--- config.mk ---
export PLATFORM = sky130hd
export DESIGN_NAME = spare_distributor
export DESIGN_NICKNAME = d
export VERILOG_FILES = /design/src/rtl/spare_distributor.sv
export SDC_FILE = /design/constraint.sdc
export NUM_CORES = 1
export LEC_CHECK = 0
export ABC_AREA = 1
export BUFFER_PORTS_ARGS = -buffer_cell sky130_fd_sc_hd__buf_2
export CAP_MARGIN = 0
export CORE_MARGIN = 2
export CORE_UTILIZATION = 60
export DETAILED_ROUTE_END_ITERATION = 10
export GPL_TIMING_DRIVEN = 0
export MAX_ROUTING_LAYER = met4
export PLACE_DENSITY = 0.92
export SYNTH_ARGS = -nofsm -noshare
export SYNTH_HDL_FRONTEND = slang
export SYNTH_SLANG_ARGS = --single-unit
--- constraint.sdc ---
create_clock -name clk -period 4.65 [get_ports clk]
set_input_delay 0.2325 -clock clk [delete_from_list [all_inputs] [get_ports clk]]
set_output_delay 0.2325 -clock clk [all_outputs]
set_load 0.01 [all_outputs]
--- src/rtl/spare_distributor.sv ---
module spare_distributor #(
  parameter int ADDR_W       = 13,
  parameter int SECTOR_BYTES = 512,
  parameter int NUM_SPARE    = 8,
  parameter int SPARE_BASE   = 4096,
  parameter int SPARE_STRIDE = 64,
  parameter int HALF_W       = 8,
  localparam int SEL_W = $clog2(NUM_SPARE),
  localparam int LOG_W = $clog2(SEL_W + 1)
) (
  input  logic              clk,
  input  logic              rst_n,
  input  logic              start,
  input  logic              spare_only,
  input  logic              byte_en,
  input  logic [LOG_W-1:0]  cfg_sec_log2,
  input  logic [HALF_W-1:0] cfg_spare_half,
  output logic [ADDR_W-1:0] ram_addr,
  output logic              ram_we,
  output logic              busy,
  output logic              xfer_last
);
  localparam int OFF_W = $clog2(SPARE_STRIDE);
  localparam int SP_W  = HALF_W + 1;

  logic [ADDR_W-1:0] pos;
  logic [SEL_W-1:0]  sbuf;
  logic [OFF_W-1:0]  soff;

  logic [ADDR_W-1:0] page_bytes, end_pos;
  logic [SP_W-1:0]   spare_bytes, chunk;
  logic [SEL_W:0]    sectors;
  logic [SEL_W-1:0]  last_buf;
  logic              in_spare, step, chunk_end;

  assign page_bytes  = ADDR_W'(SECTOR_BYTES) << cfg_sec_log2;
  assign spare_bytes = {cfg_spare_half, 1'b0};
  assign chunk       = (spare_bytes >> cfg_sec_log2) & ~SP_W'(1);
  assign sectors     = (SEL_W+1)'(1) << cfg_sec_log2;
  assign last_buf    = SEL_W'(sectors - 1'b1);
  assign end_pos     = page_bytes + ADDR_W'(spare_bytes) - 1'b1;

  assign in_spare  = pos >= page_bytes;
  assign step      = busy & byte_en;
  assign ram_we    = step;
  assign xfer_last = step && (pos == end_pos);
  assign chunk_end = (SP_W'(soff) == chunk - 1'b1) && (sbuf != last_buf);

  assign ram_addr = in_spare
    ? ADDR_W'(SPARE_BASE) + (ADDR_W'(sbuf) << OFF_W) + ADDR_W'(soff)
    : pos;

  always_ff @(posedge clk) begin
    if (!rst_n) begin
      busy <= 1'b0;
      pos  <= '0;
      sbuf <= '0;
      soff <= '0;
    end else if (start && !busy) begin
      busy <= 1'b1;
      pos  <= spare_only ? page_bytes : '0;
      sbuf <= '0;
      soff <= '0;
    end else if (step) begin
      if (xfer_last) busy <= 1'b0;
      pos <= pos + 1'b1;
      if (in_spare) begin
        if (chunk_end) begin
          sbuf <= sbuf + 1'b1;
          soff <= '0;
        end else begin
          soff <= soff + 1'b1;
        end
      end
    end
  end


  chunk_fit_chk: assert property (@(posedge clk) disable iff (!rst_n)
    busy && in_spare && (sbuf != last_buf) |-> SP_W'(soff) < chunk);


  last_buf_chk: assert property (@(posedge clk) disable iff (!rst_n)
    busy |-> sbuf <= last_buf);


  main_region_chk: assert property (@(posedge clk) disable iff (!rst_n)
    ram_we && !in_spare |-> ram_addr < ADDR_W'(SPARE_BASE));


  spare_entry_chk: assert property (@(posedge clk) disable iff (!rst_n)
    start && !busy && spare_only |=> ram_addr == ADDR_W'(SPARE_BASE));


  end_idle_chk: assert property (@(posedge clk) disable iff (!rst_n)
    xfer_last |=> !busy);


  restart_ignored_chk: assert property (@(posedge clk) disable iff (!rst_n)
    busy && start && !byte_en |=> busy && $stable(ram_addr));


  stall_hold_chk: assert property (@(posedge clk) disable iff (!rst_n)
    busy && !byte_en |=> $stable(ram_addr));


  cfg_hold_chk: assert property (@(posedge clk) disable iff (!rst_n)
    busy && !xfer_last |=> $stable(cfg_sec_log2) && $stable(cfg_spare_half));
endmodule

After elaboration in Yosys (flattened, before gate mapping)
Cells that the tools add are included.
W data, S select, Z words.
- add/subtract/negate cells: 9
- reduce and logical (&&, ||, !) cells: 10
- muxes and demuxes: 8
- shifts and indexed selects: 3
- order comparisons: 1
- divide/modulo/power cells: 0
- equality and inequality tests: 3
- multiply operators: 0
- bitwise operators: 2
- operator list (cell ; count):
    $mux W13 ; 4
    $add A13 B1 Y13 const B ; 1
    $add A13 B6 Y13 ; 1
    $add A13 B9 Y13 ; 1
    $add A13 B9 Y13 const A ; 1
    $eq A13 B13 Y1 ; 1
    $ge A13 B13 Y1 ; 1
    $shl A10 B2 Y13 const A ; 1
    $sub A13 B1 Y13 const B ; 1
    $eq A6 B9 Y1 ; 1
    $shr A9 B2 Y9 ; 1
    $sub A9 B1 Y9 const B ; 1
    $add A6 B1 Y6 const B ; 1
    $mux W6 ; 1
    $reduce_and A2 Y1 ; 2
    $reduce_bool A2 Y1 ; 2
    $add A3 B1 Y3 const B ; 1
    $logic_and A1 B1 Y1 ; 3
    $mux W1 ; 3
    $ne A3 B3 Y1 ; 1
    $reduce_and A3 Y1 ; 1
    $shl A1 B2 Y3 const A ; 1
    $sub A3 B1 Y3 const B ; 1
    $reduce_or A2 Y1 ; 1
    3 further kinds ; 3
- output and inout port bits: 16
- word-level logic and storage cells: 40
- input bits: 15
- flip-flop bits (word level): 23
- bits in read-only memories: 0
- memory bits (writable): 0
- memories: 0
- latch bits: 0

Longest topological paths before layout
- depth after elaboration: 8
- depth in mapped cells: 17

Worst setup path before layout
No wires, ideal clock.
- path type: input port to output port
- from: input cfg_sec_log2[1]
- to: output xfer_last
- stages on the path: 12
- path buffers: 1
- path slack: 2380 ps
- data required time: 4418 ps
- data arrival time: 2037 ps
- path through: buf_6 -> inv_4 -> ha_1 -> inv_1 -> ha_1 -> a21o_1 -> nor2_1 -> nand2_1 -> and2_1 -> nor3_1 -> nand4_1 -> nor2_1
- cells in the longest elaborated chain, start to end: 5
- ends and longest elaborated chain (what ; line ; RTL):
    start, declared ; 16 ; input logic [LOG_W-1:0] cfg_sec_log2,
    $shl A10 B2 Y13 ; 36 ; assign page_bytes = ADDR_W'(SECTOR_BYTES) << cfg_sec_log2;
    $add A13 B9 Y13 ; 41 ; assign end_pos = page_bytes + ADDR_W'(spare_bytes) - 1'b1;
    $sub A13 B1 Y13 ; 41 ;
    $eq A13 B13 Y1 ; 46 ; assign xfer_last = step && (pos == end_pos);
    $logic_and A1 B1 Y1 ; 46 ;
    end, declared ; 21 ; output logic xfer_last
Every way passes these cells.

Final worst setup path
Same ends and word-level chain as after synthesis.

==> reports/metrics.cfg <==
[status]
status=complete, no violations

[critical_path]
crit_path_cell_trace=buf_2, buf_6, inv_4, ha_1, inv_1, ha_1, a21o_1, nor2_1, nand2_1, and2_1, nor3_1, nand4_1, nor2_1, buf_2
critPathKind=in -> out
worst_ep_arrival_time_ps=2730
cpPeakStageDelay_ps=360
end_kind=output port
worst_ep_required_time_ps=4420
start_kind=primary input
crit_fanout=11
crit_buf_inv=5
critPathTopFamily=simple AND/OR/NAND/NOR gates
worst_path_max_delay_cell=ha_1

[clock_tree]
post_cts_buffers=0
path_clk_slew_ps=80
clk_path_buf_depth=2
cts_htree_levels=1
ctsResizeCount=0
holdBufCountCts=0
cts_root_buf=clkbuf_8
cts_tree=yes
cts_sinks=23
clock_latency_ps=270
cts_made_buffers=3

[timing]
finClkSkew_ps=2.72
fin_tns_setup_ps=0
period_share=0.636
final.min_clock_period_ps=2960
maxSlewViolCount=0
setup_viol_count_final=0
rsz0062_at_grt=no
relSlewSlack=0.717
worst_pin_slew_ps=424
finalHoldViolations=0
fmax_mhz=338

[floorplanning]
die-area_mm2=0.00507
rows=24
chipHeight_um=71.2
pin_count=31
core_mm2=0.00435
start_util=0.622
die_w_um=71.2

[job]
drv_cap=0

[detailed_routing]
wire_per_inst_um=13.7
dr_total_vias=2871
met3_length_um=481
drtPass1Iterations=5
m1WireLength_mm=2.99
drt_iter0_markers=219
viasPerCell=5.69
wl_met2_mm=3.32
final_antenna_net_count=0
dr.max_layer_used=met4
drt-total-wl_mm=6.94
drc_errors=0

[synth]
yosysSeqAreaShare=0.170
ys_warn_count=0
syn_avg_cell_area_um2=6.45
syn-instance-count=420
synth.ff_latch_count=23
synth_area_mm2=0.00271
syn-num-nets=459
synth_enable_flop_cells=0
ys.flop_type=dfxtp_1
synth_cell_types=41
async_flop_share=0

[pwr]
power_switching_mw=0.229
powerDensity_mw_per_mm2=195
p_leak_nw=1.42
total_power_mw=0.579
pwr-share-comb=0.425
power_frac_seq=0.358
ir_drop_mv=0.202
sw_frac_of_total=0.397
clockPowerShare=0.217
p_int_mw=0.349

[global_routing]
grt_use_total=0.294
grt_start_max_net_pins=13
grt_pass1_wl_mm=11.8
antenna_found_initial=0
grt_pass1_vias=2666
globalRoute.totalOverflow=0

[finish]
finalNetCount=493
nFillCells=384
drive_gt1_frac=0.177
layout_common_cells=105 x nand2_1, 50 x inv_1, 36 x nor2_1
regArea_um2=460
final_common_cell=nand2_1
synthToLayoutAreaGrowth_pct=9.43
antenna_cells=0
multi_input_area_mm2=0.00197

[place]
port_buffers=29
gp_congestion=0.934
hpwl_mm=5.56

[worst_hold_path]
hp-class=in -> reg

stage by stage:
step / utilization / instances / area, µm² / setup slack, ps / hold WS [ps]
after global placement: 0.670 / 501 / 2920 / 1780 / 505
final: 0.680 / 505 / 2960 / 1690 / 249
after CTS: 0.680 / 505 / 2960 / 1700 / 250
after global routing: 0.680 / 505 / 2960 / 1470 / 289
after floorplan: - / 420 / 2710 / 2380 / 400
after detailed placement: 0.670 / 501 / 2920 / 1710 / 512
layout make-up:
class | instances | area share
Multi-Input combinational cell | 331 | 0.666
Sequential cell | 23 | 0.155
Inverter | 59 | 0.0781
Timing Repair Buffer | 29 | 0.0490
Tap cell | 52 | 0.0220
Clock buffer | 4 | 0.0152
Buffer | 7 | 0.0144
worst min-delay path, cell delays in order:
cell	delay, ps
buf_2	90
o21ai_0	60
nor2_1	90
cell usage after synthesis, types with 6 or more instances:
cell type | instances | share of area
nand2_1 | 105 | 0.15
inv_2 | 6 | 0.0083
nor2_1 | 36 | 0.050
xnor2_1 | 8 | 0.026
nand3_1 | 28 | 0.052
nand2_2 | 12 | 0.028
dfxtp_1 | 23 | 0.17
a21oi_1 | 21 | 0.039
inv_1 | 50 | 0.069
nand3_2 | 7 | 0.026
nand4_1 | 13 | 0.030
o21ai_0 | 21 | 0.039
ha_1 | 23 | 0.11
xor2_1 | 12 | 0.039
logic make-up (layout without fill, tap and decap cells):
kind of cell | Yosys count | after routing | share of synthesized area
and+or+nand+nor | 228 | 228 | 0.423
DFF | 23 | 23 | 0.170
adders and majority gates | 24 | 24 | 0.114
xor gates and xnor gates | 20 | 20 | 0.0647
buffers and inverters | 66 | 99 | 0.101
AOI/OAI and AO/OA | 59 | 59 | 0.127
worst paths after layout:
kind | cells after the start | end | from | slack [ps]
worst min register to register | 2 | pos[5]$_SDFFE_PN0P_ | pos[5]$_SDFFE_PN0P_ | 520
worst min-delay path | 3 | busy$_SDFFE_PN0P_ | start | 250
worst max register to register | 11 | soff[4]$_SDFFE_PP0P_ | pos[11]$_SDFFE_PN0P_ | 2730
worst max-delay path | 14 | xfer_last | cfg_sec_log2[1] | 1690
layer usage:
metal | global-route usage | vias to the layer above
met1 | 0.387 | 1304
li1 | - | 1437
met4 | 0.109 | 0
met2 | 0.479 | 115
met5 | - | -
met3 | 0.0114 | 15
state kept, by name, summed over array words and instances (netlist names):
name  flops
soff      6
pos      13
busy      1
sbuf      3
power by group through the flow:
stage | clock network (mW) | logic [mW] | registers (mW)
after floorplan | 0 | 0.181 | 0.211
after global placement | 0 | 0.232 | 0.212
after detailed placement | 0 | 0.242 | 0.212
after CTS | 0.125 | 0.244 | 0.207
after global routing | 0.133 | 0.275 | 0.208
final | 0.125 | 0.246 | 0.207
No activity file was read; power rests on OpenSTA's default activity.
